$ cat config.mk
export PLATFORM = sky130hd
export DESIGN_NAME = simd_pwr_seq
export DESIGN_NICKNAME = d
export VERILOG_FILES = /design/src/rtl/simd_pwr_seq.sv
export SDC_FILE = /design/constraint.sdc
export NUM_CORES = 1
export LEC_CHECK = 0
export BUFFER_PORTS_ARGS = -buffer_cell sky130_fd_sc_hd__buf_2
export CAP_MARGIN = 20
export CORE_MARGIN = 3
export CORE_UTILIZATION = 47
export CTS_CLUSTER_SIZE = 20
export DETAILED_ROUTE_END_ITERATION = 12
export PLACE_DENSITY_LB_ADDON = 0.1
export SLEW_MARGIN = 20
export SYNTH_ARGS = -nofsm -noshare
export SYNTH_HDL_FRONTEND = slang
export SYNTH_SLANG_ARGS = --single-unit
$ cat constraint.sdc
create_clock -name clk -period 2.1 [get_ports clk]
set_clock_uncertainty 0.2 [all_clocks]
set_input_delay 0.42 -clock clk [delete_from_list [all_inputs] [get_ports clk]]
set_output_delay 0.42 -clock clk [all_outputs]
set_load 0.01 [all_outputs]
$ cat src/rtl/simd_pwr_seq.sv
module simd_pwr_seq #(
  parameter int HOLD_CYCLES = 8,
  parameter int CNT_W       = 8
) (
  input  logic             clk,
  input  logic             rst_n,
  input  logic             sw_down_req,
  input  logic             up_req,
  input  logic             core_rst,
  input  logic             pwr_good,
  input  logic [CNT_W-1:0] timeout_limit,
  output logic             dom_rst_n,
  output logic             clamp_en,
  output logic             pwr_en,
  output logic             idle,
  output logic             dom_off,
  output logic             ready,
  output logic             pwr_err,
  output logic             up_rej
);
  typedef enum logic [2:0] {
    S_ON, S_HOLD, S_CLAMPED, S_OFF, S_POWERING, S_UNCLAMP, S_READY
  } st_t;

  localparam logic [CNT_W-1:0] HOLD_LAST = CNT_W'(HOLD_CYCLES - 1);

  st_t             st, nxt;
  logic [CNT_W-1:0] cnt;
  logic            fault;
  logic            up_ok;

  assign up_ok = (st == S_OFF) && up_req && core_rst;

  always_comb begin
    nxt   = st;
    fault = 1'b0;
    case (st)
      S_ON:       if (sw_down_req) nxt = S_HOLD;
      S_HOLD:     if (cnt == HOLD_LAST) nxt = S_CLAMPED;
      S_CLAMPED:  nxt = S_OFF;
      S_OFF:      if (up_ok) nxt = S_POWERING;
      S_POWERING: begin
        if (!core_rst) begin
          nxt   = S_OFF;
          fault = 1'b1;
        end else if (pwr_good) begin
          nxt = S_UNCLAMP;
        end else if (cnt == timeout_limit) begin
          nxt   = S_OFF;
          fault = 1'b1;
        end
      end
      S_UNCLAMP:  nxt = S_READY;
      S_READY:    if (!core_rst) nxt = S_ON;
      default:    nxt = S_OFF;
    endcase
  end

  always_ff @(posedge clk or negedge rst_n) begin
    if (!rst_n) begin
      st        <= S_OFF;
      cnt       <= '0;
      dom_rst_n <= 1'b0;
      clamp_en  <= 1'b1;
      pwr_en    <= 1'b0;
      idle      <= 1'b1;
      dom_off   <= 1'b1;
      ready     <= 1'b0;
      pwr_err   <= 1'b0;
      up_rej    <= 1'b0;
    end else begin
      st        <= nxt;
      cnt       <= (nxt != st) ? '0 : cnt + 1'b1;
      dom_rst_n <= (nxt == S_READY) || (nxt == S_ON);
      clamp_en  <= (nxt == S_CLAMPED) || (nxt == S_OFF) || (nxt == S_POWERING);
      pwr_en    <= (nxt != S_OFF);
      idle      <= (nxt == S_ON) || (nxt == S_OFF);
      dom_off   <= (nxt == S_OFF);
      ready     <= (nxt == S_READY);
      up_rej    <= (st == S_OFF) && up_req && !core_rst;
      if (up_ok)      pwr_err <= 1'b0;
      else if (fault) pwr_err <= 1'b1;
    end
  end
endmodule

After elaboration in Yosys (flattened, before gate mapping):

Cells that the tools add are included.

* flip-flop bits (word level): 19
* bits of input ports: 14
* output and inout port bits: 8

* add/subtract/negate cells: 1
* eq/ne operators: 13
* muxes and demuxes: 15
* reduce and logical (&&, ||, !) cells: 11

Operators with widths (count)
* two-way mux 3 bit: 7
* case mux 3 bit (6 select lines): 1
* == test 3 bit (second input constant): 5
* == test 3 x 2 -> 1 bit (second input constant): 3
* adder 8 x 1 -> 8 bit (second input constant): 1
* == test 8 x 3 -> 1 bit (second input constant): 1
* == test 8 bit: 1
* two-way mux 8 bit: 1
* zero test 3 bit: 2
* two-way mux 1 bit: 6
* logical OR 1 bit: 4
* == test 3 x 1 -> 1 bit (second input constant): 1
* logical AND 1 bit: 3
* inequality test 3 x 2 -> 1 bit (second input constant): 1
* inequality test 3 bit: 1
* nonzero test 2 bit: 1
* zero test 1 bit: 1

Depth between registers and ports, before layout:

* depth after elaboration: 8
* mapped depth: 7

Least setup slack after synthesis:

Ideal clock, no wire load.

* path kind: register to register
* from: reg cnt[3]
* to: reg pwr_en
* setup time: 0.124 ns
* arrival: 1.799 ns
* required time: 1.776 ns
* path slack: -0.023 ns
* cell stages (with the launch flop): 6
* path buffers: 0
* cell sequence: dfrtp_1 -> or4_4 -> or4_4 -> nand3_2 -> a211oi_2 -> or2_1

* longest elaborated chain between the ends: 6
* elaborated cells between the ends (all ways): 8
* classes of those cells: eq/ne (3); mux (5)

Ends and longest elaborated chain
* start: declaration: RTL line 28 `logic [CNT_W-1:0] cnt;`
* start signal: assignment: RTL line 73 `cnt <= (nxt != st) ? '0 : cnt + 1'b1;`
* == test 8 bit: RTL line 48 `end else if (cnt == timeout_limit) begin`
* two-way mux 3 bit: RTL line 48
* two-way mux 3 bit: RTL line 46 `end else if (pwr_good) begin`
* two-way mux 3 bit: RTL line 43 `if (!core_rst) begin`
* case mux 3 bit (6 select lines) *: RTL line 37 `case (st)`
* inequality test 3 x 2 -> 1 bit *: RTL line 76 `pwr_en <= (nxt != S_OFF);`
* end signal: assignment: RTL line 76
* end: declaration: RTL line 14 `output logic pwr_en,`

Mark *: on every way between the ends. The rest lies on a longest branch, timed or not.
A chain may end at the register's enable or synchronous reset.

Worst setup path in the final report:

* from: reg cnt[6]
* to: reg pwr_en

Same word-level chain as after synthesis.

==> summary.md <==
| Metric | Value |
|---|---|
| Die Y | between 50 and 60 um |
| Worst-path clk slew | 0.11 ns |
| Hold depth | 2 |
| Prevailing post-synth register cell | dfrtp_1 |
| Power Total | 1.429 mW |
| RSZ-0062 raised after global routing | yes |
| Syn Std Cell Area | between 1000 and 1500 um^2 |
| Global-route wire length before repair | 3.581 mm |
| DIE AREA | approximately 2800 um^2 |
| HPWL Detailed | between 1.5 and 2 mm |
| Synthesis Warnings | 0 |
| Ratio of cells with drive above 1 in the final layout | between 30% and 40% |
| Max H-tree Level | 1 |
| Root Driver | clkbuf_4 |
| Max Cap Viol | 0 |
| Drt total wl | ~2.2 mm |
| CP required | roughly 2.1 ns |
| Leak | 0.6294 nW |
| Number of enable flip-flop cells after synthesis | 0 |
| Total global routing overflow | 0 |
| Hold path start | core_rst |
| Tightest Pin Transition | roughly 0.42 ns |
| # port buffers | 21 |
| CTS tree | built |
| Syn Area/Cell | 10.21 um^2 |
| Critical path class | reg2reg |
| Worst-skew pair later-pin latency | 0.30 ns |
| Syn Nets | around 120 |
| Rows | 16 |
| Largest net degree at the start of global routing | 20 |
| Clock buffer depth | 2 |
| DR pass1 iterations | 4 |
| Clock sinks | 19 |
| GRT Util Overall | around 18% |
| Crit start category | register |
| RePlAce Congestion | 0.8469 |
| Post-Synthesis Cells | 101 |
| NumNets Final | 150 |
| Synth Register Bits | 19 |
| Hold Path End | up_rej |
| WL/cell | ~14 um |
| Ports | 22 |
| F_max | 489.4 MHz |
| Antenna Nets Post-Route | 0 |
| Pwr Density | 1117 nW/um^2 |
| CP Max Fanout | 5 |
| Die width | 52.84 um |
| DR vias/cell | 5.478 |
| Worst min-delay path class | in2reg |
| Worst r2r src | cnt[6] |
| Starting density of the core | a little over 50% |
| Setup TNS | 0 ns |
| Ys async rst share | between 90% and 100% |
| R2R setup slack | about 0.056 ns |
| Initial antenna violation count | 0 |
| Vias in the first global route | around 860 |
| R2r worst-path depth | 5 |
| Status | complete, no violations |
| Share of the yosys chip area belonging to registers | between 40% and 50% |
| Core box area | 2022 um^2 |
| Num CTS Buffers | 3 |
| Drt drc | 0 |
| FF-to-FF End | pwr_en |
| Post-synth cell types | 35 |
| # diodes | 0 |
| Minimum clock period | 2.044 ns |
| Final setup fails | 0 |
| Setup crit end kind | register |
| Final Hold Fails | 0 |
| Worst ir drop on vdd | between 500 and 600 uV |
| Synth-to-Final Area Change | 24.15% |
| Initial DRC count | 26 |
| Vias | approximately 880 |
| Crit path DAT | 2.05 ns |
| Slew Viols, Final | 0 |
| Tcrit/Tclk final | between 90% and 100% |
| Max-slew headroom | 72.00% |
-- through the flow --
| stage | area (um^2) | util [%] | cells | hold slack [ns] | setup slack [ns] |
|---|---|---|---|---|---|
| floorplan | 1031 | - | 101 | -0.07559 | -0.003899 |
| global placement | 1219 | 60.27 | 155 | 0.1782 | 0.02181 |
| detailed placement | 1219 | 60.27 | 155 | 0.1794 | -0.01976 |
| CTS | 1255 | 62.07 | 160 | 0.1538 | 0.03678 |
| global route | 1280 | 63.30 | 161 | 0.1705 | -0.006703 |
| finish | 1280 | 63.30 | 161 | 0.1669 | 0.05648 |
-- how the worst max path moves through the flow --
stage | startpoint | to | slack, ns | cells after the start
6_report | cnt[6] | pwr_en | 0.06 | 5
5_1_grt | cnt[6] | idle | -0.007 | 6
2_1_floorplan | cnt[6] | pwr_en | -0.004 | 5
3_5_place_dp | timeout_limit[3] | idle | -0.02 | 6
3_3_place_gp | cnt[6] | pwr_en | 0.02 | 5
4_1_cts | cnt[3] | idle | 0.04 | 5
-- area by class of cell --
| class | instances | area [um^2] |
|---|---|---|
| inverter | 6 | 22.52 |
| clock buffer | 4 | 26.28 |
| tap | 27 | 33.78 |
| multi-input combinational | 75 | 540.5 |
| sequential | 19 | 481.7 |
| timing repair buffer | 30 | 175.2 |
| fill | 178 | 742.0 |
-- metal layers --
layer / part of all wire (%) / vias up / global-route usage [%]
li1: - / 427 / -
met1: 43 / 421 / 21.17
met2: 50 / 26 / 30.17
met3: 5.0 / 8 / 3.704
met4: 2.3 / 0 / 7.660
met5: 0 / - / 0
-- kinds of logic after synthesis --
family,synth area share [%]
compound gates,14.32
xor+xnor,11.89
fa+ha+maj,1.213
buf+inv,2.548
flops,46.72
mux,0.9709
simple gates,22.33
-- state kept, by name, summed over array words and instances, names as in the netlist --
name	flops
clamp_en	1
cnt	8
dom_off	1
dom_rst_n	1
idle	1
pwr_en	1
pwr_err	1
ready	1
st	3
up_rej	1
-- worst max-delay path, stage by stage (launching register included) --
cell	delay (ns)
dfrtp_1	0.39
or4_4	0.53
or4_4	0.43
nand3_2	0.10
a211oi_2	0.07
or2_1	0.22
-- cell usage in the layout, fill, tap and decap left out, types with 2 or more instances in the layout --
| cell | n |
|---|---|
| buf_2 | 21 |
| dfrtp_1 | 14 |
| xor2_1 | 12 |
| a21oi_1 | 9 |
| buf_4 | 8 |
| inv_1 | 6 |
| nand3_1 | 6 |
| dfstp_2 | 5 |
| o21ai_0 | 4 |
| nor2_1 | 4 |
| o21ai_1 | 4 |
| nand3b_1 | 3 |
| clkbuf_4 | 3 |
| nand2b_1 | 2 |
| nor4_2 | 2 |
| or4_4 | 2 |
| nor2b_1 | 2 |
| and3b_1 | 2 |
| and3_1 | 2 |
| a211oi_2 | 2 |
| xnor2_1 | 2 |
-- power by group --
part           internal [mW]  leakage, nW  switching (mW)
sequential             0.499        0.239          0.0910
combinational          0.299        0.375           0.351
clock                 0.0742       0.0150           0.114
-- Yosys cell counts (2+ instances only) --
cell type  number  share of area, %
or4_4           2               2.2
nand3b_1        3               2.2
nor2_1          4               1.5
a211oi_2        2               2.4
and3b_1         2               1.7
nand2b_1        2               1.2
inv_1           6               2.2
xnor2_1         2               1.7
dfstp_2         5                13
o21ai_0         5               2.4
xor2_1         12                10
and3_1          3               1.8
nor4_1          2               1.2
nor2b_1         2               1.2
a21oi_1         9               4.4
dfrtp_1        14                34
o21ai_1         3               1.5
nand3_1         6               2.9
-- what timing repair did --
action / in CTS / in global routing
hold buffers: 1 / 0
setup endpoints to repair: 2 / 13
pin swaps: 2 / 0
hold endpoints to repair: 14 / 0
resized for setup: 0 / 4
buffers inserted: 0 / 1
Power figures use the tool's default switching activity.
